### src/rtl/hsq_pkg.sv
package hsq_pkg;

  typedef enum logic [2:0] {
    ST_UNINIT    = 3'd0,
    ST_LOCAL     = 3'd1,
    ST_ENTER_SR  = 3'd2,
    ST_HOST_SR   = 3'd3,
    ST_HOST_NORM = 3'd4,
    ST_RETURN    = 3'd5
  } hsq_state_e;

  // The host is the bus owner in these states.
  function automatic logic is_host(hsq_state_e s);
    return (s == ST_HOST_SR) || (s == ST_HOST_NORM);
  endfunction

  // Next value of the "memory is in self-refresh" flag.
  function automatic logic mode_next(logic sr_now, logic host_active,
                                     logic exit_c, logic enter_c,
                                     logic local_done);
    if (local_done)                return 1'b1;
    else if (host_active && enter_c) return 1'b1;
    else if (host_active && exit_c)  return 1'b0;
    else                             return sr_now;
  endfunction

endpackage

### src/rtl/hsq_mode_track.sv
module hsq_mode_track (
  input  logic clk,
  input  logic rst_n,
  input  logic host_active,
  input  logic host_exit,
  input  logic host_enter,
  input  logic local_done,
  output logic sr_q,
  output logic sr_d
);
  import hsq_pkg::*;

  assign sr_d = mode_next(sr_q, host_active, host_exit, host_enter, local_done);

  always_ff @(posedge clk or negedge rst_n) begin
    if (!rst_n) sr_q <= 1'b0;
    else        sr_q <= sr_d;
  end

  // with the host inactive and no local completion, the flag holds
  a_r4_mode_hold: assert property (@(posedge clk) disable iff (!rst_n)
    (!host_active && !local_done) |=> $stable(sr_q));

endmodule

### src/rtl/hsq_fsm.sv
module hsq_fsm
  import hsq_pkg::*;
(
  input  logic       clk,
  input  logic       rst_n,
  input  logic       init_done,
  input  logic       host_req,
  input  logic       host_rel,
  input  logic       sr_ack,
  input  logic       sr_mode_q,
  input  logic       sr_mode_d,
  output hsq_state_e state_q,
  output hsq_state_e state_d,
  output logic       sr_cmd_req,
  output logic       local_en
);

  always_comb begin
    state_d = state_q;
    unique case (state_q)
      ST_UNINIT:    if (init_done) state_d = ST_LOCAL;
      ST_LOCAL:     if (host_req)  state_d = ST_ENTER_SR;
      ST_ENTER_SR:  if (sr_ack)    state_d = ST_HOST_SR;
      ST_HOST_SR,
      ST_HOST_NORM: begin
        if (host_rel)       state_d = ST_RETURN;
        else if (sr_mode_d) state_d = ST_HOST_SR;
        else                state_d = ST_HOST_NORM;
      end
      ST_RETURN:    if (sr_mode_q || sr_ack) state_d = ST_LOCAL;
      default:      state_d = ST_UNINIT;
    endcase
  end

  always_ff @(posedge clk or negedge rst_n) begin
    if (!rst_n) state_q <= ST_UNINIT;
    else        state_q <= state_d;
  end

  assign sr_cmd_req = (state_q == ST_ENTER_SR) ||
                      ((state_q == ST_RETURN) && !sr_mode_q);
  assign local_en   = (state_q == ST_LOCAL);

  wire back_to_local = (state_q == ST_RETURN) && (state_d == ST_LOCAL);

  // without init_done the block never leaves the uninitialised state
  a_r1_hold_uninit: assert property (@(posedge clk) disable iff (!rst_n)
    (state_q == ST_UNINIT && !init_done) |=> (state_q == ST_UNINIT));

  // the self-refresh request is held until acknowledged
  a_r2_cmd_held: assert property (@(posedge clk) disable iff (!rst_n)
    (sr_cmd_req && !sr_ack) |=> sr_cmd_req);

  // local ownership resumes only with the memory in self-refresh
  a_r5_return_sr: assert property (@(posedge clk) disable iff (!rst_n)
    back_to_local |-> (sr_mode_q || sr_ack));

endmodule

### src/rtl/hsq_grant_err.sv
module hsq_grant_err
  import hsq_pkg::*;
(
  input  logic       clk,
  input  logic       rst_n,
  input  hsq_state_e state_q,
  input  hsq_state_e state_d,
  input  logic       host_rel,
  input  logic       sr_mode_d,
  output logic       grant_q,
  output logic       err_q
);

  wire dirty_release = is_host(state_q) && host_rel && !sr_mode_d;

  always_ff @(posedge clk or negedge rst_n) begin
    if (!rst_n) begin
      grant_q <= 1'b0;
      err_q   <= 1'b0;
    end else begin
      grant_q <= is_host(state_d);
      err_q   <= err_q | dirty_release;
    end
  end

  // the protocol error flag is sticky
  a_r6_err_sticky: assert property (@(posedge clk) disable iff (!rst_n)
    err_q |=> err_q);

  // a dirty release always raises the flag
  a_r6_err_set: assert property (@(posedge clk) disable iff (!rst_n)
    dirty_release |=> err_q);

endmodule

### src/rtl/shared_bus_handoff.sv
module shared_bus_handoff
  import hsq_pkg::*;
(
  input  logic clk,
  input  logic rst_n,
  input  logic init_done_i,
  input  logic host_req_i,
  input  logic host_rel_i,
  input  logic sr_ack_i,
  input  logic host_sr_exit_i,
  input  logic host_sr_enter_i,
  output logic host_grant_o,
  output logic sr_cmd_o,
  output logic local_en_o,
  output logic proto_err_o
);

  hsq_state_e state_q;
  hsq_state_e state_d;
  logic       sr_mode_q;
  logic       sr_mode_d;
  logic       sr_cmd_req;

  wire sr_done     = sr_cmd_req && sr_ack_i;
  wire host_active = is_host(state_q);

  hsq_mode_track u_mode (
    .clk         (clk),
    .rst_n       (rst_n),
    .host_active (host_active),
    .host_exit   (host_sr_exit_i),
    .host_enter  (host_sr_enter_i),
    .local_done  (sr_done),
    .sr_q        (sr_mode_q),
    .sr_d        (sr_mode_d)
  );

  hsq_fsm u_fsm (
    .clk        (clk),
    .rst_n      (rst_n),
    .init_done  (init_done_i),
    .host_req   (host_req_i),
    .host_rel   (host_rel_i),
    .sr_ack     (sr_ack_i),
    .sr_mode_q  (sr_mode_q),
    .sr_mode_d  (sr_mode_d),
    .state_q    (state_q),
    .state_d    (state_d),
    .sr_cmd_req (sr_cmd_req),
    .local_en   (local_en_o)
  );

  hsq_grant_err u_out (
    .clk       (clk),
    .rst_n     (rst_n),
    .state_q   (state_q),
    .state_d   (state_d),
    .host_rel  (host_rel_i),
    .sr_mode_d (sr_mode_d),
    .grant_q   (host_grant_o),
    .err_q     (proto_err_o)
  );

  assign sr_cmd_o = sr_cmd_req;

  // a grant edge follows an acknowledged self-refresh command
  a_r3_grant_after_ack: assert property (@(posedge clk) disable iff (!rst_n)
    $rose(host_grant_o) |-> $past(sr_cmd_o && sr_ack_i));

  // local access and host grant are exclusive
  a_r7_exclusive: assert property (@(posedge clk) disable iff (!rst_n)
    local_en_o |-> !host_grant_o);

  // the grant and the self-refresh command never overlap
  a_r3_no_cmd_in_grant: assert property (@(posedge clk) disable iff (!rst_n)
    host_grant_o |-> !sr_cmd_o);

endmodule

### config.mk
export PLATFORM = sky130hd
export DESIGN_NAME = shared_bus_handoff
export DESIGN_NICKNAME = d
export VERILOG_FILES = /design/src/rtl/hsq_pkg.sv /design/src/rtl/hsq_mode_track.sv /design/src/rtl/hsq_fsm.sv /design/src/rtl/hsq_grant_err.sv /design/src/rtl/shared_bus_handoff.sv
export SDC_FILE = /design/constraint.sdc
export NUM_CORES = 1
export LEC_CHECK = 0
export BUFFER_PORTS_ARGS = -buffer_cell sky130_fd_sc_hd__buf_2
export CORE_AREA = 2 2 39 41
export CTS_CLUSTER_SIZE = 10
export DETAILED_ROUTE_END_ITERATION = 10
export DIE_AREA = 0 0 41 43
export GPL_TIMING_DRIVEN = 0
export SLEW_MARGIN = 20
export SYNTH_ARGS = -nofsm -noshare
export SYNTH_HDL_FRONTEND = slang
export SYNTH_SLANG_ARGS = --single-unit
### constraint.sdc
create_clock -name clk -period 1.7 [get_ports clk]
set_input_delay 0.085 -clock clk [delete_from_list [all_inputs] [get_ports clk]]
set_output_delay 0.085 -clock clk [all_outputs]
set_load 0.05 [all_outputs]
==> results.md <==
* Most utilized layer in the global route result: met2
* HPWL after DPL at 720 µm
* Maximum fanout encountered on the critical timing path at 9
* Cell taking the most area after synthesis: sky130_fd_sc_hd__dfrtp_1
* Most instantiated cells after synthesis: 7 x sky130_fd_sc_hd__nor2_1, 6 x sky130_fd_sc_hd__dfrtp_1, 5 x sky130_fd_sc_hd__inv_1
* Die area at ~1800 µm²
* Start-to-end type of the worst setup path: reg -> out
* Worst vdd rail ir drop at around 0.00061 V
* Buffer depth of the longest clock path at 2
* Final worst clock skew at between 0.003 and 0.004 ns
* Routed wire per std cell at approximately 11 µm
* Number of register bits inferred by synthesis at 6
* Worst-case headroom to the max-slew limit at 75.2%
* Number of filler instances in the final layout at between 100 and 150
* Post-Syn Area per Cell at between 9 and 10 µm²
* # Post-CTS Setup Buffers at 0
* Vias in the first global route at about 350
* Final-report max-slew violation count at 0
* Number of different library cells in the post-synthesis netlist at 23
* Global router's overall resource usage at roughly 12%
* Placement Rows at 14
* Max Clock Freq at between 600 and 700 MHz
* Total Neg Setup Slack at 0 ns
* GR Overflow Total at 0
* Leakage dissipation at 0.255 nW
* Initial cell density of the core at between 30% and 40%
* Final worst path period need at about 1.6 ns
* Detailed-router iteration count before antenna repair at 2
* Synth Warn # at 0
* Met3 usage in global routing at 0%
* Fraction of layout cells with a size suffix above 1 at a little under two fifths
* RSZ-0062 raised after global routing: no
* P per Cell Area at between 2000 and 2500 nW/µm²
* Number of antenna violations at the first check in global routing at 0
* Top post-synthesis cells by area: sky130_fd_sc_hd__dfrtp_1 35%, sky130_fd_sc_hd__nor2_1 6.2%, sky130_fd_sc_hd__nand2b_1 5.9%
* I/O pin count at 12
* Setup violation total in the final timing report at 0
* Peak per-stage delay on the critical path at roughly 0.36 ns
* Outcome: finished, final reports clean
* Number of maximum-capacitance constraint violations at 0
* Number of resized instances in the post-cts repair step at 0
* Clock transition at the registers of the reported paths at roughly 0.04 ns
* Data arrival at the endpoint of the critical path at around 1.5 ns
* Cell area after placement at about 500 µm²
* Synth top area share at 35.3%
* Most instantiated library cell after synthesis: sky130_fd_sc_hd__nor2_1
* Residual DRC count at 0
* Post-route standard cell area excluding fillers at 541 µm²
* Weighted congestion reported at the end of routability-driven placement at 0.761
* Met2 Resource Use GR at between 10% and 20%
* Ys async rst share at 100%
* Clk Latency, worst-skew pair at between 0.2 and 0.25 ns
* N_diodes at 0
* Hold buffers post-CTS at 1
* Met1 usage at between 15 and 20%
* Netlist area before placement at about 430 µm²
* Global-route wire length before repair at between 1500 and 2000 µm
* Die span in y at approximately 43 µm
* Horiz. Die Dim at between 40 and 50 µm
* Fin Hold WS at ~0.11 ns
* Slowest stage cell, crit path: sky130_fd_sc_hd__dfrtp_1
* Sequential Area at between 150 and 200 µm²
* Net count, final at between 70 and 80
* Number of buffers created by CTS at 3
* Cells traversed along the worst timing path: buf_4 -> nand2b_1 -> o32ai_2 -> buf_2
* Post-synthesis sequential area ratio at about a third
* Multi-input gate area at 234 µm²
* Net count after synthesis at between 50 and 60
* Core ar. at approximately 1400 µm²
* Min-delay worst type: in -> reg
* Kind of cell adding the most delay to the critical path: buffers and inverters
* Setup WS post-layout at roughly 0.14 ns
* Maximum number of pins on one net before global-route repair at 11
* H-tree lvl count at 1
* Primary FF master, synth: sky130_fd_sc_hd__dfrtp_1
* Final worst-path cycle share at between 90% and 100%
* Port-buffer cells at 11
* Critical path endpoint category: output port
* Req. time, crit path at roughly 1.6 ns
* Total design power at about 1.1 mW
* Total wirelength of the detailed-routed design at 887 µm
* Element type at the critical path start: register
* Antenna Violating Nets Remaining at 0
* Clk Tree Root Cell: sky130_fd_sc_hd__clkbuf_4
* Buffer and inverter count on the worst path at 2
* Vias per std cell at 4.97
* Post-Synthesis Cells at 47
* TritonCTS clock tree: yes
* Vias after detailed routing at 388
* Iteration-0 DRC count of the detailed router at 4
* Pre-CTS setup slack at about 0.27 ns
* Clock Sinks at 6
* Final-report hold violation count at 0
* Synthesis-to-finish area growth at 27.1%
* Worst Max-Slew Pin Slew at 0.372 ns
* Number of flops mapped to enable cells by yosys at 0
-- layer usage --
metal  wire, µm  up-vias
li1           -      204
met1        383      177
met2        470        5
met3         20        2
met4         13        0
met5          0        -
-- state kept, by name (all words and copies together), names as in the netlist --
| name | cells |
|---|---|
| u_fsm.state_q | 3 |
| u_mode.sr_q | 1 |
| u_out.err_q | 1 |
| u_out.grant_q | 1 |
-- power breakdown --
| group | switching (mW) | leakage (nW) | internal, mW |
|---|---|---|---|
| sequential | 0.0454 | 0.0735 | 0.211 |
| combinational | 0.488 | 0.168 | 0.277 |
| clock | 0.0474 | 0.0138 | 0.0796 |
-- area by class of cell --
class                           instances  area share (%)
Sequential cell                         6            27.8
Clock buffer                            3            4.17
Tap cell                               16            3.70
Inverter                                5            3.47
Timing Repair Buffer                   12            12.0
Multi-Input combinational cell         33            43.3
Buffer                                  3            5.56
-- worst paths after layout --
kind,to,from,slack (ns),cells past startpoint
min reg2reg,u_out.err_q,u_out.err_q,0.46,1
max,sr_cmd_o,u_fsm.state_q[1],0.14,4
max in group asynchronous,u_fsm.state_q[2],rst_n,1.36,2
min in group asynchronous,u_fsm.state_q[0],rst_n,0.19,2
min,u_fsm.state_q[1],host_rel_i,0.11,2
max reg2reg,u_fsm.state_q[2],u_fsm.state_q[1],0.26,5
-- through the flow --
| step | std cells | util (%) |
|---|---|---|
| after floorplan | 47 | - |
| after global placement | 74 | 36.7 |
| after detailed placement | 74 | 36.7 |
| after CTS | 78 | 39.1 |
| after global routing | 78 | 39.1 |
| final | 78 | 39.1 |
-- cell usage in the layout, fill, tap and decap left out --
cell	instances
sky130_fd_sc_hd__o21ai_0	2
sky130_fd_sc_hd__a21oi_2	1
sky130_fd_sc_hd__a211o_1	1
sky130_fd_sc_hd__buf_4	1
sky130_fd_sc_hd__nand2_1	2
sky130_fd_sc_hd__a21oi_1	2
sky130_fd_sc_hd__nand2_2	1
sky130_fd_sc_hd__nand2b_1	4
sky130_fd_sc_hd__a211oi_1	2
sky130_fd_sc_hd__clkbuf_4	3
sky130_fd_sc_hd__buf_6	2
sky130_fd_sc_hd__a211oi_2	1
sky130_fd_sc_hd__o22a_1	1
sky130_fd_sc_hd__dfrtp_1	6
sky130_fd_sc_hd__dlygate4sd3_1	1
sky130_fd_sc_hd__inv_1	5
sky130_fd_sc_hd__a21o_1	1
sky130_fd_sc_hd__buf_2	11
sky130_fd_sc_hd__mux2i_1	1
sky130_fd_sc_hd__o32ai_1	1
sky130_fd_sc_hd__o2111ai_1	1
sky130_fd_sc_hd__a311oi_2	1
sky130_fd_sc_hd__nor4_1	1
sky130_fd_sc_hd__and3_1	1
sky130_fd_sc_hd__nor2_1	7
sky130_fd_sc_hd__o32ai_2	2
-- kinds of logic after synthesis --
kind of cell           count (synthesis)  synth area share, %
multiplexers                           1                 2.35
AO/OA/AOI/OAI                         16                 32.6
AND/OR/NAND/NOR                       16                 18.2
flip-flops                             6                 35.3
buffers and inverters                  8                 11.5
Note: power is estimated with default switching activity, not from simulation.
